`src/rtl/dist_regs_pkg.sv`:
```
package dist_regs_pkg;

  // control word bit positions
  localparam int CB_EN_G0   = 0;
  localparam int CB_EN_G1NS = 1;
  localparam int CB_EN_G1S  = 2;
  localparam int CB_ARE_S   = 4;
  localparam int CB_ARE_NS  = 5;
  localparam int CB_DS      = 6;
  localparam int CB_RWP     = 31;

  // register offsets
  localparam logic [11:0] OFS_CTL  = 12'h000;
  localparam logic [11:0] OFS_TYPE = 12'h004;
  localparam logic [11:0] OFS_IID  = 12'h008;
  localparam logic [11:0] OFS_STAT = 12'h010;

  // bits a non-secure requester sees while security is enabled
  localparam logic [31:0] NS_VIEW_MASK =
    (32'h1 << CB_RWP) | (32'h1 << CB_ARE_S) | (32'h1 << CB_EN_G1NS);

  typedef struct packed {
    logic ds;
    logic are_ns;
    logic en_g1s;
    logic en_g1ns;
    logic en_g0;
  } ctl_state_t;

  typedef enum logic [2:0] {
    SEL_CTL,
    SEL_TYPE,
    SEL_IID,
    SEL_STAT,
    SEL_NONE
  } reg_sel_t;

  function automatic logic [31:0] ctl_word(input ctl_state_t s);
    logic [31:0] w;
    w = '0;
    w[CB_EN_G0]   = s.en_g0;
    w[CB_EN_G1NS] = s.en_g1ns;
    w[CB_EN_G1S]  = s.en_g1s;
    w[CB_ARE_S]   = 1'b1;
    w[CB_ARE_NS]  = s.are_ns;
    w[CB_DS]      = s.ds;
    w[CB_RWP]     = 1'b0;
    return w;
  endfunction

endpackage

```
`src/rtl/dist_addr_dec.sv`:
```
module dist_addr_dec
  import dist_regs_pkg::*;
#(
  parameter int ADDR_W = 8
) (
  input  logic [ADDR_W-1:0] addr,
  output reg_sel_t          sel
);
  always_comb begin
    if (addr == ADDR_W'(OFS_CTL))       sel = SEL_CTL;
    else if (addr == ADDR_W'(OFS_TYPE)) sel = SEL_TYPE;
    else if (addr == ADDR_W'(OFS_IID))  sel = SEL_IID;
    else if (addr == ADDR_W'(OFS_STAT)) sel = SEL_STAT;
    else                                sel = SEL_NONE;
  end
endmodule

```
`src/rtl/dist_ctl_reg.sv`:
```
module dist_ctl_reg
  import dist_regs_pkg::*;
(
  input  logic       clk,
  input  logic       rst,
  input  logic       wr_en,
  input  logic       secure,
  input  logic [6:0] wdata,
  output ctl_state_t state
);
  ctl_state_t st_q, st_d;
  logic m_g0, m_g1ns, m_g1s, m_ds;
  logic unused_mid;

  assign unused_mid = ^wdata[5:3];

  // writable bits depend on requester world and disable-security
  always_comb begin
    m_g0 = 1'b0; m_g1ns = 1'b0; m_g1s = 1'b0; m_ds = 1'b0;
    if (st_q.ds) begin
      m_g0 = 1'b1; m_g1ns = 1'b1;
    end else if (secure) begin
      m_g0 = 1'b1; m_g1ns = 1'b1; m_g1s = 1'b1; m_ds = 1'b1;
    end else begin
      m_g1ns = 1'b1;
    end
  end

  always_comb begin
    st_d = st_q;
    if (wr_en) begin
      if (m_g0)   st_d.en_g0   = wdata[CB_EN_G0];
      if (m_g1ns) st_d.en_g1ns = wdata[CB_EN_G1NS];
      if (m_g1s)  st_d.en_g1s  = wdata[CB_EN_G1S];
      if (m_ds && wdata[CB_DS]) begin
        st_d.ds     = 1'b1;
        st_d.en_g1s = 1'b0;
        st_d.are_ns = 1'b0;
      end
    end
  end

  always_ff @(posedge clk) begin
    if (rst) begin
      st_q <= '{ds: 1'b0, are_ns: 1'b1, en_g1s: 1'b0, en_g1ns: 1'b0, en_g0: 1'b0};
    end else begin
      st_q <= st_d;
    end
  end

  assign state = st_q;

  AST_DS_STICKY: assert property (@(posedge clk) disable iff (rst)
    state.ds |=> state.ds);
  AST_DS_SIDE_CLEAR: assert property (@(posedge clk) disable iff (rst)
    $rose(state.ds) |-> (!state.en_g1s && !state.are_ns));
  AST_NS_WRITE_SCOPE: assert property (@(posedge clk) disable iff (rst)
    (wr_en && !secure && !state.ds) |=> ($stable(state.en_g0) && $stable(state.en_g1s)));
  AST_DS_G1S_LOW: assert property (@(posedge clk) disable iff (rst)
    state.ds |-> !state.en_g1s);

endmodule

```
`src/rtl/dist_type_calc.sv`:
```
module dist_type_calc #(
  parameter int NUM_IRQ = 96,
  parameter bit LPI_EN  = 1'b1
) (
  input  logic        ds,
  output logic [31:0] type_word
);
  localparam int LINES = ((NUM_IRQ - 32) / 32) - 1;
  localparam logic [4:0] LINES_F = LINES[4:0];

  generate
    if (NUM_IRQ < 64 || NUM_IRQ > 1024 || (NUM_IRQ % 32) != 0) begin : g_bad_count
      initial $error("dist_type_calc: interrupt count must be a multiple of 32 in 64..1024");
    end
  endgenerate

  always_comb begin
    type_word        = '0;
    type_word[25]    = 1'b1;
    type_word[24]    = 1'b1;
    type_word[23:19] = 5'h0F;
    type_word[17]    = LPI_EN;
    type_word[10]    = ~ds;
    type_word[4:0]   = LINES_F;
  end
endmodule

```
`src/rtl/dist_rd_port.sv`:
```
module dist_rd_port
  import dist_regs_pkg::*;
#(
  parameter logic [31:0] IMPL_ID = 32'h0000_0000
) (
  input  logic        clk,
  input  logic        rst,
  input  logic        rd_en,
  input  logic        secure,
  input  reg_sel_t    sel,
  input  ctl_state_t  state,
  input  logic [31:0] type_word,
  output logic        rd_valid,
  output logic [31:0] rd_data
);
  logic [31:0] ctl_view, mux_d;

  always_comb begin
    ctl_view = ctl_word(state);
    if (!state.ds && !secure) ctl_view = ctl_view & NS_VIEW_MASK;
  end

  always_comb begin
    unique case (sel)
      SEL_CTL:  mux_d = ctl_view;
      SEL_TYPE: mux_d = type_word;
      SEL_IID:  mux_d = IMPL_ID;
      default:  mux_d = '0;
    endcase
  end

  always_ff @(posedge clk) begin
    if (rst) begin
      rd_valid <= 1'b0;
      rd_data  <= '0;
    end else begin
      rd_valid <= rd_en;
      rd_data  <= rd_en ? mux_d : '0;
    end
  end

  AST_RD_FOLLOWS: assert property (@(posedge clk) disable iff (rst)
    rd_en |=> rd_valid);
  AST_RD_QUIET: assert property (@(posedge clk) disable iff (rst)
    !rd_en |=> !rd_valid);
  AST_NS_VIEW: assert property (@(posedge clk) disable iff (rst)
    (rd_en && sel == SEL_CTL && !secure && !state.ds) |=> ((rd_data & ~NS_VIEW_MASK) == 32'h0));
  AST_ROUTE_RWP: assert property (@(posedge clk) disable iff (rst)
    (rd_en && sel == SEL_CTL) |=> (rd_data[CB_ARE_S] && !rd_data[CB_RWP]));

endmodule

```
`src/rtl/dist_ctl_regs.sv`:
```
module dist_ctl_regs
  import dist_regs_pkg::*;
#(
  parameter int          ADDR_W  = 8,
  parameter int          NUM_IRQ = 96,
  parameter bit          LPI_EN  = 1'b1,
  parameter logic [31:0] IMPL_ID = 32'h0100_0A5C
) (
  input  logic              clk,
  input  logic              rst,
  input  logic              req_valid,
  input  logic              req_write,
  input  logic              req_secure,
  input  logic [ADDR_W-1:0] req_addr,
  input  logic [31:0]       req_wdata,
  output logic              rd_valid,
  output logic [31:0]       rd_data
);
  reg_sel_t    sel;
  ctl_state_t  state;
  logic [31:0] type_word;
  logic        ctl_wr, rd_en;
  logic        unused_wdata;

  assign unused_wdata = ^req_wdata[31:7];
  assign ctl_wr = req_valid && req_write && (sel == SEL_CTL);
  assign rd_en  = req_valid && !req_write;

  dist_addr_dec #(.ADDR_W(ADDR_W)) u_dec (
    .addr (req_addr),
    .sel  (sel)
  );

  dist_ctl_reg u_ctl (
    .clk    (clk),
    .rst    (rst),
    .wr_en  (ctl_wr),
    .secure (req_secure),
    .wdata  (req_wdata[6:0]),
    .state  (state)
  );

  dist_type_calc #(.NUM_IRQ(NUM_IRQ), .LPI_EN(LPI_EN)) u_type (
    .ds        (state.ds),
    .type_word (type_word)
  );

  dist_rd_port #(.IMPL_ID(IMPL_ID)) u_rd (
    .clk       (clk),
    .rst       (rst),
    .rd_en     (rd_en),
    .secure    (req_secure),
    .sel       (sel),
    .state     (state),
    .type_word (type_word),
    .rd_valid  (rd_valid),
    .rd_data   (rd_data)
  );

endmodule

```
`config.mk`:
```
export PLATFORM = sky130hd
export DESIGN_NAME = dist_ctl_regs
export DESIGN_NICKNAME = d
export VERILOG_FILES = /design/src/rtl/dist_regs_pkg.sv /design/src/rtl/dist_addr_dec.sv /design/src/rtl/dist_ctl_reg.sv /design/src/rtl/dist_type_calc.sv /design/src/rtl/dist_rd_port.sv /design/src/rtl/dist_ctl_regs.sv
export SDC_FILE = /design/constraint.sdc
export NUM_CORES = 1
export LEC_CHECK = 0
export ABC_CLOCK_PERIOD_IN_PS = 2000
export BUFFER_PORTS_ARGS = -buffer_cell sky130_fd_sc_hd__buf_2
export CORE_MARGIN = 3
export CORE_UTILIZATION = 36
export DETAILED_ROUTE_END_ITERATION = 8
export GPL_TIMING_DRIVEN = 0
export PLACE_DENSITY = 0.85
export REMOVE_ABC_BUFFERS = 1
export SYNTH_ARGS = -nofsm -noshare
export SYNTH_HDL_FRONTEND = slang
export SYNTH_SLANG_ARGS = --single-unit
```
`constraint.sdc`:
```
create_clock -name clk -period 2 [get_ports clk]
set_input_delay 0.5 -clock clk [delete_from_list [all_inputs] [get_ports clk]]
set_output_delay 0.5 -clock clk [all_outputs]
set_load 0.02 [all_outputs]
```
==> impl_metrics.json <==
{
  "outcome": "finished, final reports clean",
  "cp_max_fo": 10,
  "placement_rows": 16,
  "worst_ir_drop_vdd_mv": 0.227,
  "dieArea_um2": 2910,
  "synth_simple_gate_area_share_pct": 29.3,
  "final_design_area_no_fill_um2": 935,
  "routabilityCongestion": 0.728,
  "rsz_0062_raised_after_global_routing": "no",
  "setup.worst_path.start_class": "input port",
  "signed_area_change_from_the_synthesized_netlist_to_the_final_layout_pct": 13.0,
  "final_setup_violation_count": 0,
  "timing.setup.critical_path_class": "in -> reg",
  "cts_inserted_buffers": 3,
  "route.detailed.wl_per_inst_um": 9.90,
  "layoutNonFillerInstCount": 137,
  "yosys.area_share.adder_pct": 0,
  "route.final.wire_length_um": 1360,
  "dpl_cell_area_um2": 898,
  "ys_warn_count": 0,
  "leakage_uw": 0.000441,
  "ctsHoldBuffers": 0,
  "syn-instance-count": 83,
  "synthesis.area_um2": 827,
  "complex_gate_fraction_of_the_synthesized_area_pct": 3.48,
  "timing.critical_path.arrival_ns": 2.03,
  "grt_overflow_total": 0,
  "yosysUniqueCellTypes": 28,
  "ys.flop_type": "sky130_fd_sc_hd__dfxtp_1",
  "grt_antenna_before_repair": 0,
  "main_combinational_cell_family_by_area_after_synthesis": "simple AND/OR/NAND/NOR gates",
  "core_region_area_um2": 2060,
  "timing.final.max_slew_violations": 0,
  "post-place-cells": 133,
  "crit_path_end_kind": "flop",
  "finalCoreUtilization_pct": 45.3,
  "achievable-frequency_mhz": 545,
  "synth-xor-area-share_pct": 1.06,
  "grt_use_total_pct": 9.85,
  "route.vias.total": 589,
  "tritoncts_num_sinks": 16,
  "clock_latency_ns": 0.27,
  "final.min_clock_period_ns": 1.84,
  "place.port_buffers": 34,
  "max_cap_viol_count": 0,
  "grt_start_max_net_pins": 12,
  "via_per_inst": 4.30,
  "postRouteAntennaNets": 0,
  "clock_skew_ns": 0.00355,
  "pin_count": 78,
  "initial_utilization_pct": 40.1,
  "cts-htree-levels": 1,
  "dr_pass1_iterations": 4,
  "post-cts-setup-buffers": 0,
  "clk_pin_slew_worst_paths_ns": 0.09,
  "synth.ff_latch_count": 16,
  "ctsResizeCount": 0,
  "timing_worst_slew_pin_value_ns": 0.542,
  "die_h_um": 53.9,
  "final_layout_size_suffix_gt1_share_pct": 42.7,
  "timing.critical_path.required_ns": 2.19,
  "syn_area_per_cell_um2": 9.96,
  "final-hold-violation-count": 0,
  "synth_async_sr_flop_share_pct": 0,
  "cts_max_path_buffers": 2,
  "die_x_um": 53.9,
  "antenna_cells_inserted": 0,
  "yosysSeqAreaShare_pct": 38.7,
  "ctsRootBufferMaster": "sky130_fd_sc_hd__clkbuf_4",
  "synthMuxAreaShare_pct": 3.63,
  "total_power_uw": 596,
  "synth-edff-count": 0,
  "drt_iter0_markers": 4,
  "first_pass_grt_wire_length_um": 2100,
  "most_common_library_cell_in_the_layout_ignoring_fill_and_taps": "sky130_fd_sc_hd__buf_2",
  "route.detailed.drc": 0,
  "final_cell_mix": "34 x sky130_fd_sc_hd__buf_2, 16 x sky130_fd_sc_hd__dfxtp_1, 15 x sky130_fd_sc_hd__conb_1",
  "num-nets-final": 156,
  "post-route-period-util_pct": 91.8,
  "tritoncts": "built",
  "whs_ns": 0.404,
  "first_global_vias": 531,
  "hold_class": "in -> reg",
  "detailed_place_hpwl_um": 1100,
  "fillerInstances": 194,
  "timing.slew.headroom_pct": 63.9,
  "pwr_density_cell_nw_per_um2": 638
}
## cells by family after synthesis
family / Yosys count
mux: 3
other cells: 1
buf+inv: 27
simple gates: 31
flops: 16
xor+xnor: 1
compound gates: 4
## worst max-delay path, stage by stage
cell and delay (ns):
sky130_fd_sc_hd__buf_2 0.10, sky130_fd_sc_hd__or4_4 0.55, sky130_fd_sc_hd__or3b_1 0.61, sky130_fd_sc_hd__nor4b_4 0.27
## report_power, final
group	internal [uW]	switching, uW
combinational	21.8	51.0
sequential	319	0.249
clock	111	93.6
total	452	145
## per-layer routing
| layer | routed length [um] | track usage, % |
|---|---|---|
| met3 | 181 | 2.22 |
| met4 | 0 | 5.11 |
| met5 | 0 | 0 |
| met1 | 519 | 10.7 |
| met2 | 656 | 17.5 |
## synth_stat cells (2+ instances only)
library cell              number  area share (%)
sky130_fd_sc_hd__buf_4        22              20
sky130_fd_sc_hd__dfxtp_1      16              39
sky130_fd_sc_hd__nand2_1       7             3.2
sky130_fd_sc_hd__nor2_1        5             2.3
sky130_fd_sc_hd__mux2i_1       3             3.6
sky130_fd_sc_hd__nor3_1        3             1.8
sky130_fd_sc_hd__a21oi_1       2             1.2
sky130_fd_sc_hd__inv_1         2            0.91
sky130_fd_sc_hd__nor3b_2       2             3.0
sky130_fd_sc_hd__nor4b_4       2             5.7
sky130_fd_sc_hd__or2_2         2             1.5
## sequential cells by signal (all words and copies together), names as in the netlist
register and count:
u_ctl.state 5, u_rd.rd_valid 1, u_rd.rd_data 10
## final timing paths
check	end	cells past startpoint	slack [ns]	startpoint
hold reg to reg	u_ctl.state[2]	2	0.47	u_ctl.state[2]
setup / recovery	u_rd.rd_data[10]	4	0.16	req_addr[5]
setup reg to reg	u_ctl.state[0]	3	0.76	u_ctl.state[4]
hold / removal	u_rd.rd_valid	2	0.40	req_write
## final cells by class
class	count	area, um2	area share, %
well taps	27	33.8	3.61
clock buffers	4	36.3	3.88
inverters	2	7.51	0.803
repair buffers	34	170	18.2
multi-input cells	54	367	39.2
flip-flops and latches	16	320	34.3
## metrics by stage
step	setup TNS, ns	worst slack [ns]
2_1_floorplan	0	0.0672
3_3_place_gp	-0.530	-0.0947
3_5_place_dp	-0.790	-0.132
4_1_cts	0	0.163
5_1_grt	0	0.0956
6_report	0	0.164
No activity file was read; power rests on OpenSTA's default activity.
